$ cat src/rtl/sbs_pkg.sv
package sbs_pkg;

  typedef enum logic [1:0] {
    OP_LOAD  = 2'b00,
    OP_READ  = 2'b01,
    OP_WRITE = 2'b10,
    OP_STOP  = 2'b11
  } sbs_op_e;

  localparam int MODE_BITS = 10;

endpackage

$ cat src/rtl/sbs_mode_reg.sv
module sbs_mode_reg
  import sbs_pkg::*;
#(
  parameter int COL_W  = 8,
  parameter int ADDR_W = 10
) (
  input  logic              clk,
  input  logic              rst,
  input  logic              load,
  input  logic [ADDR_W-1:0] word,
  output logic [COL_W-1:0]  beat_mask,
  output logic              full_row,
  output logic              interleave,
  output logic              cl3,
  output logic              wr_single,
  output logic              err
);

  logic [2:0]       bl_code;
  logic [2:0]       cl_code;
  logic             legal;
  logic [COL_W-1:0] dec_mask;

  assign bl_code = word[2:0];
  assign cl_code = word[6:4];

  always_comb begin
    legal    = 1'b1;
    dec_mask = '0;
    case (bl_code)
      3'd0:    dec_mask = '0;
      3'd1:    dec_mask = COL_W'(1);
      3'd2:    dec_mask = COL_W'(3);
      3'd3:    dec_mask = COL_W'(7);
      3'd7:    dec_mask = '1;
      default: legal = 1'b0;
    endcase
    if (word[8:7] != 2'b00)                legal = 1'b0;
    if (cl_code != 3'd2 && cl_code != 3'd3) legal = 1'b0;
    if (bl_code == 3'd7 && word[3])         legal = 1'b0;
  end

  always_ff @(posedge clk) begin
    if (rst) begin
      beat_mask  <= '0;
      full_row   <= 1'b0;
      interleave <= 1'b0;
      cl3        <= 1'b0;
      wr_single  <= 1'b0;
      err        <= 1'b0;
    end else if (load) begin
      err <= !legal;
      if (legal) begin
        beat_mask  <= dec_mask;
        full_row   <= (bl_code == 3'd7);
        interleave <= word[3];
        cl3        <= (cl_code == 3'd3);
        wr_single  <= word[9];
      end
    end
  end

endmodule

$ cat src/rtl/sbs_addr_gen.sv
module sbs_addr_gen
  import sbs_pkg::*;
#(
  parameter int COL_W = 8
) (
  input  logic             clk,
  input  logic             rst,
  input  logic             cmd_valid,
  input  logic [1:0]       cmd_op,
  input  logic [COL_W-1:0] cmd_col,
  input  logic [COL_W-1:0] beat_mask,
  input  logic             full_row,
  input  logic             interleave,
  input  logic             cl3,
  input  logic             wr_single,
  output logic             gen_rd_v,
  output logic             gen_wr_v,
  output logic [COL_W-1:0] gen_col,
  output logic             gen_cl3
);

  logic             active;
  logic [COL_W-1:0] base;
  logic [COL_W-1:0] cnt;
  logic [COL_W-1:0] mask;
  logic             b_il;
  logic             b_full;
  logic             b_rd;
  logic             b_cl3;
  logic [COL_W-1:0] nxt_col;
  logic             is_access;
  logic             single_wr;
  logic [COL_W-1:0] eff_mask;
  logic             eff_full;

  assign is_access = (cmd_op == OP_READ) || (cmd_op == OP_WRITE);
  assign single_wr = (cmd_op == OP_WRITE) && wr_single;
  assign eff_mask  = single_wr ? '0 : beat_mask;
  assign eff_full  = single_wr ? 1'b0 : full_row;

  always_comb begin
    if (b_il) nxt_col = base ^ (cnt & mask);
    else      nxt_col = (base & ~mask) | ((base + cnt) & mask);
  end

  always_ff @(posedge clk) begin
    if (rst) begin
      active   <= 1'b0;
      base     <= '0;
      cnt      <= '0;
      mask     <= '0;
      b_il     <= 1'b0;
      b_full   <= 1'b0;
      b_rd     <= 1'b0;
      b_cl3    <= 1'b0;
      gen_rd_v <= 1'b0;
      gen_wr_v <= 1'b0;
      gen_col  <= '0;
      gen_cl3  <= 1'b0;
    end else if (cmd_valid) begin
      if (is_access) begin
        base     <= cmd_col;
        cnt      <= COL_W'(1);
        mask     <= eff_mask;
        b_il     <= interleave;
        b_full   <= eff_full;
        b_rd     <= (cmd_op == OP_READ);
        b_cl3    <= cl3;
        active   <= eff_full || (eff_mask != '0);
        gen_rd_v <= (cmd_op == OP_READ);
        gen_wr_v <= (cmd_op == OP_WRITE);
        gen_col  <= cmd_col;
        gen_cl3  <= cl3;
      end else begin
        active   <= 1'b0;
        gen_rd_v <= 1'b0;
        gen_wr_v <= 1'b0;
      end
    end else if (active) begin
      gen_col  <= nxt_col;
      gen_rd_v <= b_rd;
      gen_wr_v <= !b_rd;
      gen_cl3  <= b_cl3;
      cnt      <= cnt + COL_W'(1);
      active   <= b_full || (cnt != mask);
    end else begin
      gen_rd_v <= 1'b0;
      gen_wr_v <= 1'b0;
    end
  end

endmodule

$ cat src/rtl/sbs_lat_pipe.sv
module sbs_lat_pipe #(
  parameter int COL_W = 8
) (
  input  logic             clk,
  input  logic             rst,
  input  logic             in_v,
  input  logic [COL_W-1:0] in_col,
  input  logic             in_cl3,
  output logic             out_v,
  output logic [COL_W-1:0] out_col
);

  logic             hold_v;
  logic [COL_W-1:0] hold_col;
  logic             hold_cl3;

  always_ff @(posedge clk) begin
    if (rst) begin
      hold_v   <= 1'b0;
      hold_col <= '0;
      hold_cl3 <= 1'b0;
      out_v    <= 1'b0;
      out_col  <= '0;
    end else begin
      hold_v   <= in_v;
      hold_col <= in_col;
      hold_cl3 <= in_cl3;
      if (hold_v && hold_cl3) begin
        out_v   <= 1'b1;
        out_col <= hold_col;
      end else if (in_v && !in_cl3) begin
        out_v   <= 1'b1;
        out_col <= in_col;
      end else begin
        out_v   <= 1'b0;
      end
    end
  end

endmodule

$ cat src/rtl/sdram_burst_seq.sv
module sdram_burst_seq
  import sbs_pkg::*;
#(
  parameter int COL_W  = 8,
  parameter int ADDR_W = 10
) (
  input  logic              clk,
  input  logic              rst,
  input  logic              cmd_valid,
  input  logic [1:0]        cmd_op,
  input  logic [ADDR_W-1:0] cmd_addr,
  output logic              wr_valid,
  output logic [COL_W-1:0]  wr_col,
  output logic              rd_valid,
  output logic [COL_W-1:0]  rd_col,
  output logic              mode_err
);

  localparam int MODE_W = (ADDR_W > MODE_BITS) ? ADDR_W : MODE_BITS;

  logic [COL_W-1:0]  m_mask;
  logic              m_full;
  logic              m_il;
  logic              m_cl3;
  logic              m_wr_single;
  logic              g_rd_v;
  logic              g_wr_v;
  logic [COL_W-1:0]  g_col;
  logic              g_cl3;
  logic              load_cmd;
  logic [MODE_W-1:0] mode_word;

  assign load_cmd  = cmd_valid && (cmd_op == OP_LOAD);
  assign mode_word = MODE_W'(cmd_addr);

  sbs_mode_reg #(.COL_W(COL_W), .ADDR_W(MODE_W)) u_mode (
    .clk(clk), .rst(rst), .load(load_cmd), .word(mode_word),
    .beat_mask(m_mask), .full_row(m_full), .interleave(m_il),
    .cl3(m_cl3), .wr_single(m_wr_single), .err(mode_err)
  );

  sbs_addr_gen #(.COL_W(COL_W)) u_gen (
    .clk(clk), .rst(rst), .cmd_valid(cmd_valid), .cmd_op(cmd_op),
    .cmd_col(cmd_addr[COL_W-1:0]), .beat_mask(m_mask), .full_row(m_full),
    .interleave(m_il), .cl3(m_cl3), .wr_single(m_wr_single),
    .gen_rd_v(g_rd_v), .gen_wr_v(g_wr_v), .gen_col(g_col), .gen_cl3(g_cl3)
  );

  sbs_lat_pipe #(.COL_W(COL_W)) u_lat (
    .clk(clk), .rst(rst), .in_v(g_rd_v), .in_col(g_col), .in_cl3(g_cl3),
    .out_v(rd_valid), .out_col(rd_col)
  );

  assign wr_valid = g_wr_v;
  assign wr_col   = g_col;

endmodule

$ cat config.mk
export PLATFORM = sky130hd
export DESIGN_NAME = sdram_burst_seq
export DESIGN_NICKNAME = d
export VERILOG_FILES = /design/src/rtl/sbs_pkg.sv /design/src/rtl/sbs_mode_reg.sv /design/src/rtl/sbs_addr_gen.sv /design/src/rtl/sbs_lat_pipe.sv /design/src/rtl/sdram_burst_seq.sv
export SDC_FILE = /design/constraint.sdc
export NUM_CORES = 1
export LEC_CHECK = 0
export ABC_AREA = 1
export BUFFER_PORTS_ARGS = -buffer_cell sky130_fd_sc_hd__buf_2
export CAP_MARGIN = 20
export CORE_ASPECT_RATIO = 1.75
export CORE_MARGIN = 10
export CORE_UTILIZATION = 51
export DETAILED_ROUTE_END_ITERATION = 8
export GPL_TIMING_DRIVEN = 0
export PLACE_DENSITY = 0.71
export SLEW_MARGIN = 20
export SYNTH_ARGS = -nofsm -noshare
export SYNTH_HDL_FRONTEND = slang
export SYNTH_SLANG_ARGS = --single-unit
$ cat constraint.sdc
create_clock -name clk -period 5.6 [get_ports clk]
set_clock_uncertainty 0.05 [all_clocks]
set_input_delay 1.12 -clock clk [delete_from_list [all_inputs] [get_ports clk]]
set_output_delay 1.12 -clock clk [all_outputs]
set_load 0.03 [all_outputs]
### After elaboration in Yosys (flattened, before gate mapping)

Index checks and enable logic that the tools add are counted.

* input bits: 15
* output and inout bits: 19
* word-level logic and storage cells: 94
* flip-flop bits (word level): 72

* equal/unequal tests: 11
* $add $sub $neg: 2
* reductions and logical operators: 22
* muxes and demuxes: 30
* bitwise operators: 6

Operators by type and width (count)
* 2-to-1 mux 8 bit: 10
* case mux 8 bit (4 select lines): 1
* bitwise AND 8 bit: 3
* 2-to-1 mux 1 bit: 19
* == test 3 x 2 -> 1 bit, second input constant: 3
* adder 8 x 1 -> 8 bit, second input constant: 1
* adder 8 bit: 1
* inequality test 8 bit: 1
* inverter 8 bit: 1
* OR 8 bit: 1
* nonzero test 8 bit: 1
* XOR 8 bit: 1
* logical AND 1 bit: 6
* inequality test 3 x 2 -> 1 bit, second input constant: 2
* AND reduction 2 bit: 3
* nonzero test 2 bit: 3
* OR reduction 5 bit: 1
* == test 3 x 1 -> 1 bit, second input constant: 1
* == test 3 bit, second input constant: 1
* zero test 1 bit: 3
* zero test 3 bit: 1
* logical OR 1 bit: 3
* == test 2 x 1 -> 1 bit, second input constant: 1
* == test 2 bit, second input constant: 1
* other kinds (2): 2

### Longest topological paths before layout

* depth after elaboration: 7
* depth in mapped cells: 14
* gate-level depth less buffers: 14

### Cells and area by module

A second synthesis with hierarchy kept.

* cells, all modules: 484
* area total of the unflattened synthesis: 3626.0 um^2

Modules (own cells, without submodules)
* sbs_addr_gen: times used 1, cells an instance 322, area an instance 2378.5 um^2
* sbs_lat_pipe: times used 1, cells an instance 96, area an instance 775.7 um^2
* sbs_mode_reg: times used 1, cells an instance 63, area an instance 457.9 um^2
* sdram_burst_seq: times used 1, cells an instance 3, area an instance 13.8 um^2

### Least setup slack after synthesis

No wires, ideal clock.

* path kind: in2reg
* start point: input port cmd_op[0]
* end point: register u_gen.cnt[0]
* stages on the path: 9
* setup slack: 3299 ps
* data required time: 5417 ps
* library setup time: 133 ps
* arrival: 2118 ps
* path through: inv_1 > ha_1 > nand2_4 > inv_2 > nor2_8 > inv_4 > buf_6 > nor2_1 > a211oi_2

* cells in the longest elaborated chain, start to end: 4
* elaborated cells between the ends (all ways): 5
* those cells by class: eq/ne: 3; reduce/logical: 2

Ends and longest elaborated chain
* start: declaration: RTL line sdram_burst_seq.sv:10 `input logic [1:0] cmd_op,`
* == test 2 x 1 -> 1 bit / == test 2 bit (equally long branches): RTL line sbs_addr_gen.sv:36 `assign is_access = (cmd_op == OP_READ) || (cmd_op == OP_WRITE);`
* logical OR 1 bit *: RTL line sbs_addr_gen.sv:36
* inequality test 2 x 1 -> 1 bit (no line) *
* AND reduction 2 bit (no line) *
* end signal: assignment: RTL line sbs_addr_gen.sv:84 `cnt <= cnt + COL_W'(1);`
* end: declaration: RTL line sbs_addr_gen.sv:24 `logic [COL_W-1:0] cnt;`

Mark *: on every way between the ends. The rest lies on a longest branch, timed or not.
A chain may end at the register's enable or synchronous reset.

### Final worst setup path

Same ends and word-level chain as after synthesis.

==> flow_summary.toml <==
[cts]
tritoncts = "yes"
cts_setup_buffers = 0
cts.reportedPaths.clkPinSlew_ns = 0.06
cts_root_buf = "clkbuf_8"
cts-htree-levels = 3
cts_resized = 0
hold_buffers = 0
cts_made_buffers = 9
clock_sinks = 63
cts_buffer_depth = 2
worstSkewPairLatency_ns = 0.35

[global_routing]
antenna_found_initial = 0
overflow = 0
grt_start_max_net_pins = 11
grt_pass1_wl_um = 13300
grtUsageTotal_pct = 16.7
grt_pass1_vias = 2834

[yosys]
synth_cell_types = 37
synth_seq_cells = 63
synthTopCellsByArea = "dfxtp_1 (39%), a21oi_1 (9.2%), nand2_1 (8.3%)"
ys.warnings.count = 0
synth_edf_count = 0
yosysTopAreaCellShare_pct = 39.3
synthCells = 427
ys.flop_type = "dfxtp_1"
yosysTopAreaCell = "dfxtp_1"
netlist_area_um2 = 3210
avgSynthCellArea_um2 = 7.52
synth-seq-area-share_pct = 39.3
synth_nets = 463
async_flop_share_pct = 0

[floorplan]
rows = 38
ios = 34
core_um2 = 6180
dieHeight_um = 125
start_util_pct = 51.9
dieArea_um2 = 9990
die_w_um = 80.0

[route]
via_per_inst = 5.26
avgRoutedWirePerCell_um = 14.7
vias = 2910
routed_wl_um = 8130
drc = 0
first_iter_violations = 180
ant_nets = 0
first_pass_iters = 4

[worst_hold_path]
hold_depth = 2
holdPathEnd = "u_lat.hold_cl3"
min_from = "u_gen.gen_cl3"
hold_class = "flip-flop to flip-flop"

[power]
p_sw_uw = 259
switching_share_pct = 27.2
powerDensity_nw_per_um2 = 261
p_leak_nw = 1.61
clockPowerShare_pct = 35.7
peakVddDrop_v = 0.000186
power_frac_comb_pct = 13.6
seqPwrFrac_pct = 50.7
p_int_uw = 691

[placement]
dp_hpwl_um = 6500
gp_congestion = 0.867
dpl_worst_slack_ns = 3.03
io_buffer_count = 32

[finish]
fin_nets = 506
synthToLayoutAreaGrowth_pct = 13.2
n_antenna_cell = 0
drive_above_1_share_pct = 14.8

[sta]
setup_viol = 0
maxClockFrequency_mhz = 453
rsz0062_at_grt = "false"
hold_viol = 0
relSlewSlack_pct = 64.2
drv_slew = 0
min_period_ns = 2.21
post-route-period-util_pct = 39.4
worst_pin_slew_ns = 0.537
fin_setup_tns_ns = 0
fin_ws_ns = 3.39

[job]
cap_viol_max_count = 0

[worst_setup_path]
r2r-start = "u_gen.cnt[0]"
timing.rr.end = "u_gen.gen_col[6]"
path_buf_inv = 5
critPathMaxFanout = 10
r2r_cells = 14
critical_path.cell_chain = "buf_2, inv_1, ha_1, nand2_4, inv_2, nor2_8, inv_4, buf_6, nor2_1, a211oi_2"
crit_arrival_ns = 2.37
endpoint_kind = "flip-flop"
r2r_slack_ns = 3.48
cpPeakStageDelay_ns = 0.33
worstPathRequired_ns = 5.76
worst-setup-path-type = "primary input to flip-flop"
startpoint = "cmd_op[0]"
crit_slowest_cell = "ha_1"
cp-start-kind = "primary input"
path_delay_family = "buffers and inverters"

[run_status]
outcome = "completed"
==> power groups by stage <==
stage          combinational, mW  clock [mW]  sequential [mW]
2_1_floorplan             0.0794           0            0.500
3_3_place_gp               0.126           0            0.491
3_5_place_dp               0.129           0            0.492
4_1_cts                    0.129       0.346            0.482
5_1_grt                    0.144       0.368            0.484
6_report                   0.129       0.339            0.482
==> synthesized netlist by cell type (2+ instances only) <==
cell	n
o21ai_1	9
dfxtp_1	63
ha_1	20
a211oi_1	4
nor4_1	2
a31oi_1	2
a21oi_1	59
inv_6	2
nand3b_1	3
clkbuf_1	9
nand3_1	14
buf_6	4
inv_4	2
buf_2	4
or2_1	2
inv_2	3
nand2_2	2
nor3_2	2
nand2_1	71
xnor2_1	6
inv_1	41
o21ai_0	46
nor2_1	43
==> layout make-up <==
type / instances / area (um2)
plain buffers: 17 / 98.8
clock buffers: 13 / 159
clock inverters: 1 / 5.00
fillers: 602 / 2550
inverters: 48 / 195
multi-input cells: 299 / 1660
flip-flops and latches: 63 / 1260
well taps: 80 / 100
repair buffers: 32 / 160
==> flip-flops by register name, summed over array words and instances, names as in the netlist, 4 cells and up <==
signal / count
u_gen.base: 8
u_gen.cnt: 8
u_lat.out_col: 8
u_gen.gen_col: 8
u_mode.beat_mask: 4
u_lat.hold_col: 8
u_gen.mask: 4
==> worst max path at each step <==
| stage | endpoint | cells past startpoint |
|---|---|---|
| floorplan | u_gen.cnt[0] | 9 |
| global placement | u_gen.cnt[0] | 10 |
| detailed placement | u_gen.cnt[0] | 10 |
| CTS | u_gen.cnt[0] | 10 |
| global route | u_gen.gen_col[6] | 14 |
| finish | u_gen.cnt[0] | 10 |
==> layout by cell type (no fill, tap or decap), types with 2 or more instances in the layout <==
cell,Yosys,layout
inv_4,2,2
clkbuf_8,0,11
o21ai_0,46,46
clkbuf_1,9,11
ha_1,20,20
buf_2,4,36
nand3b_1,3,3
nor3_2,2,2
nor4_1,2,2
buf_6,4,4
a211oi_1,4,4
inv_6,2,2
nand2_2,2,2
dfxtp_1,63,63
a21oi_1,59,59
or2_1,2,2
inv_1,41,41
xnor2_1,6,6
nor2_1,43,43
o21ai_1,9,9
nand3_1,14,14
nand2_1,71,71
inv_2,3,3
a31oi_1,2,2
==> kinds of logic after synthesis <==
logic type / synth area share, %
AO/OA/AOI/OAI: 21.2
flip-flops: 39.3
XOR/XNOR: 1.64
buffers and inverters: 9.16
adder cells (fa/ha/maj): 8.42
AND/OR/NAND/NOR: 20.3
==> worst register-to-register path, cell delays in order, from the launching register on <==
cell and delay [ns]:
dfxtp_1 0.45, ha_1 0.24, inv_1 0.07, fa_1 0.45, inv_1 0.07, nand2_1 0.04, nand2_1 0.09, nand3b_1 0.13
nand2_1 0.08, nand2_1 0.05, nand3_1 0.06, nand2_1 0.05, nand2_1 0.05, nand2_1 0.05, a21oi_1 0.11
==> routing by layer <==
metal | GRT usage, % | part of all wire [%] | wire, um | vias to the layer above
li1 | - | - | - | 1502
met1 | 16.3 | 38 | 3100 | 1328
met2 | 30.9 | 54 | 4430 | 66
met3 | 4.45 | 5.3 | 432 | 14
met4 | 7.50 | 2.2 | 176 | 0
met5 | 0 | 0 | 0 | -
==> stage by stage <==
stage / hold WS (ns) / cell area [um2] / cells / power, mW / utilization, %
finish: 0.391 / 3630 / 553 / 0.950 / 58.8
global route: 0.425 / 3630 / 553 / 0.997 / 58.8
CTS: 0.391 / 3630 / 553 / 0.957 / 58.8
detailed placement: 0.379 / 3470 / 539 / 0.620 / 56.2
global placement: 0.376 / 3470 / 539 / 0.617 / 56.2
floorplan: 0.361 / 3210 / 427 / 0.580 / -
Power figures use the tool's default switching activity.
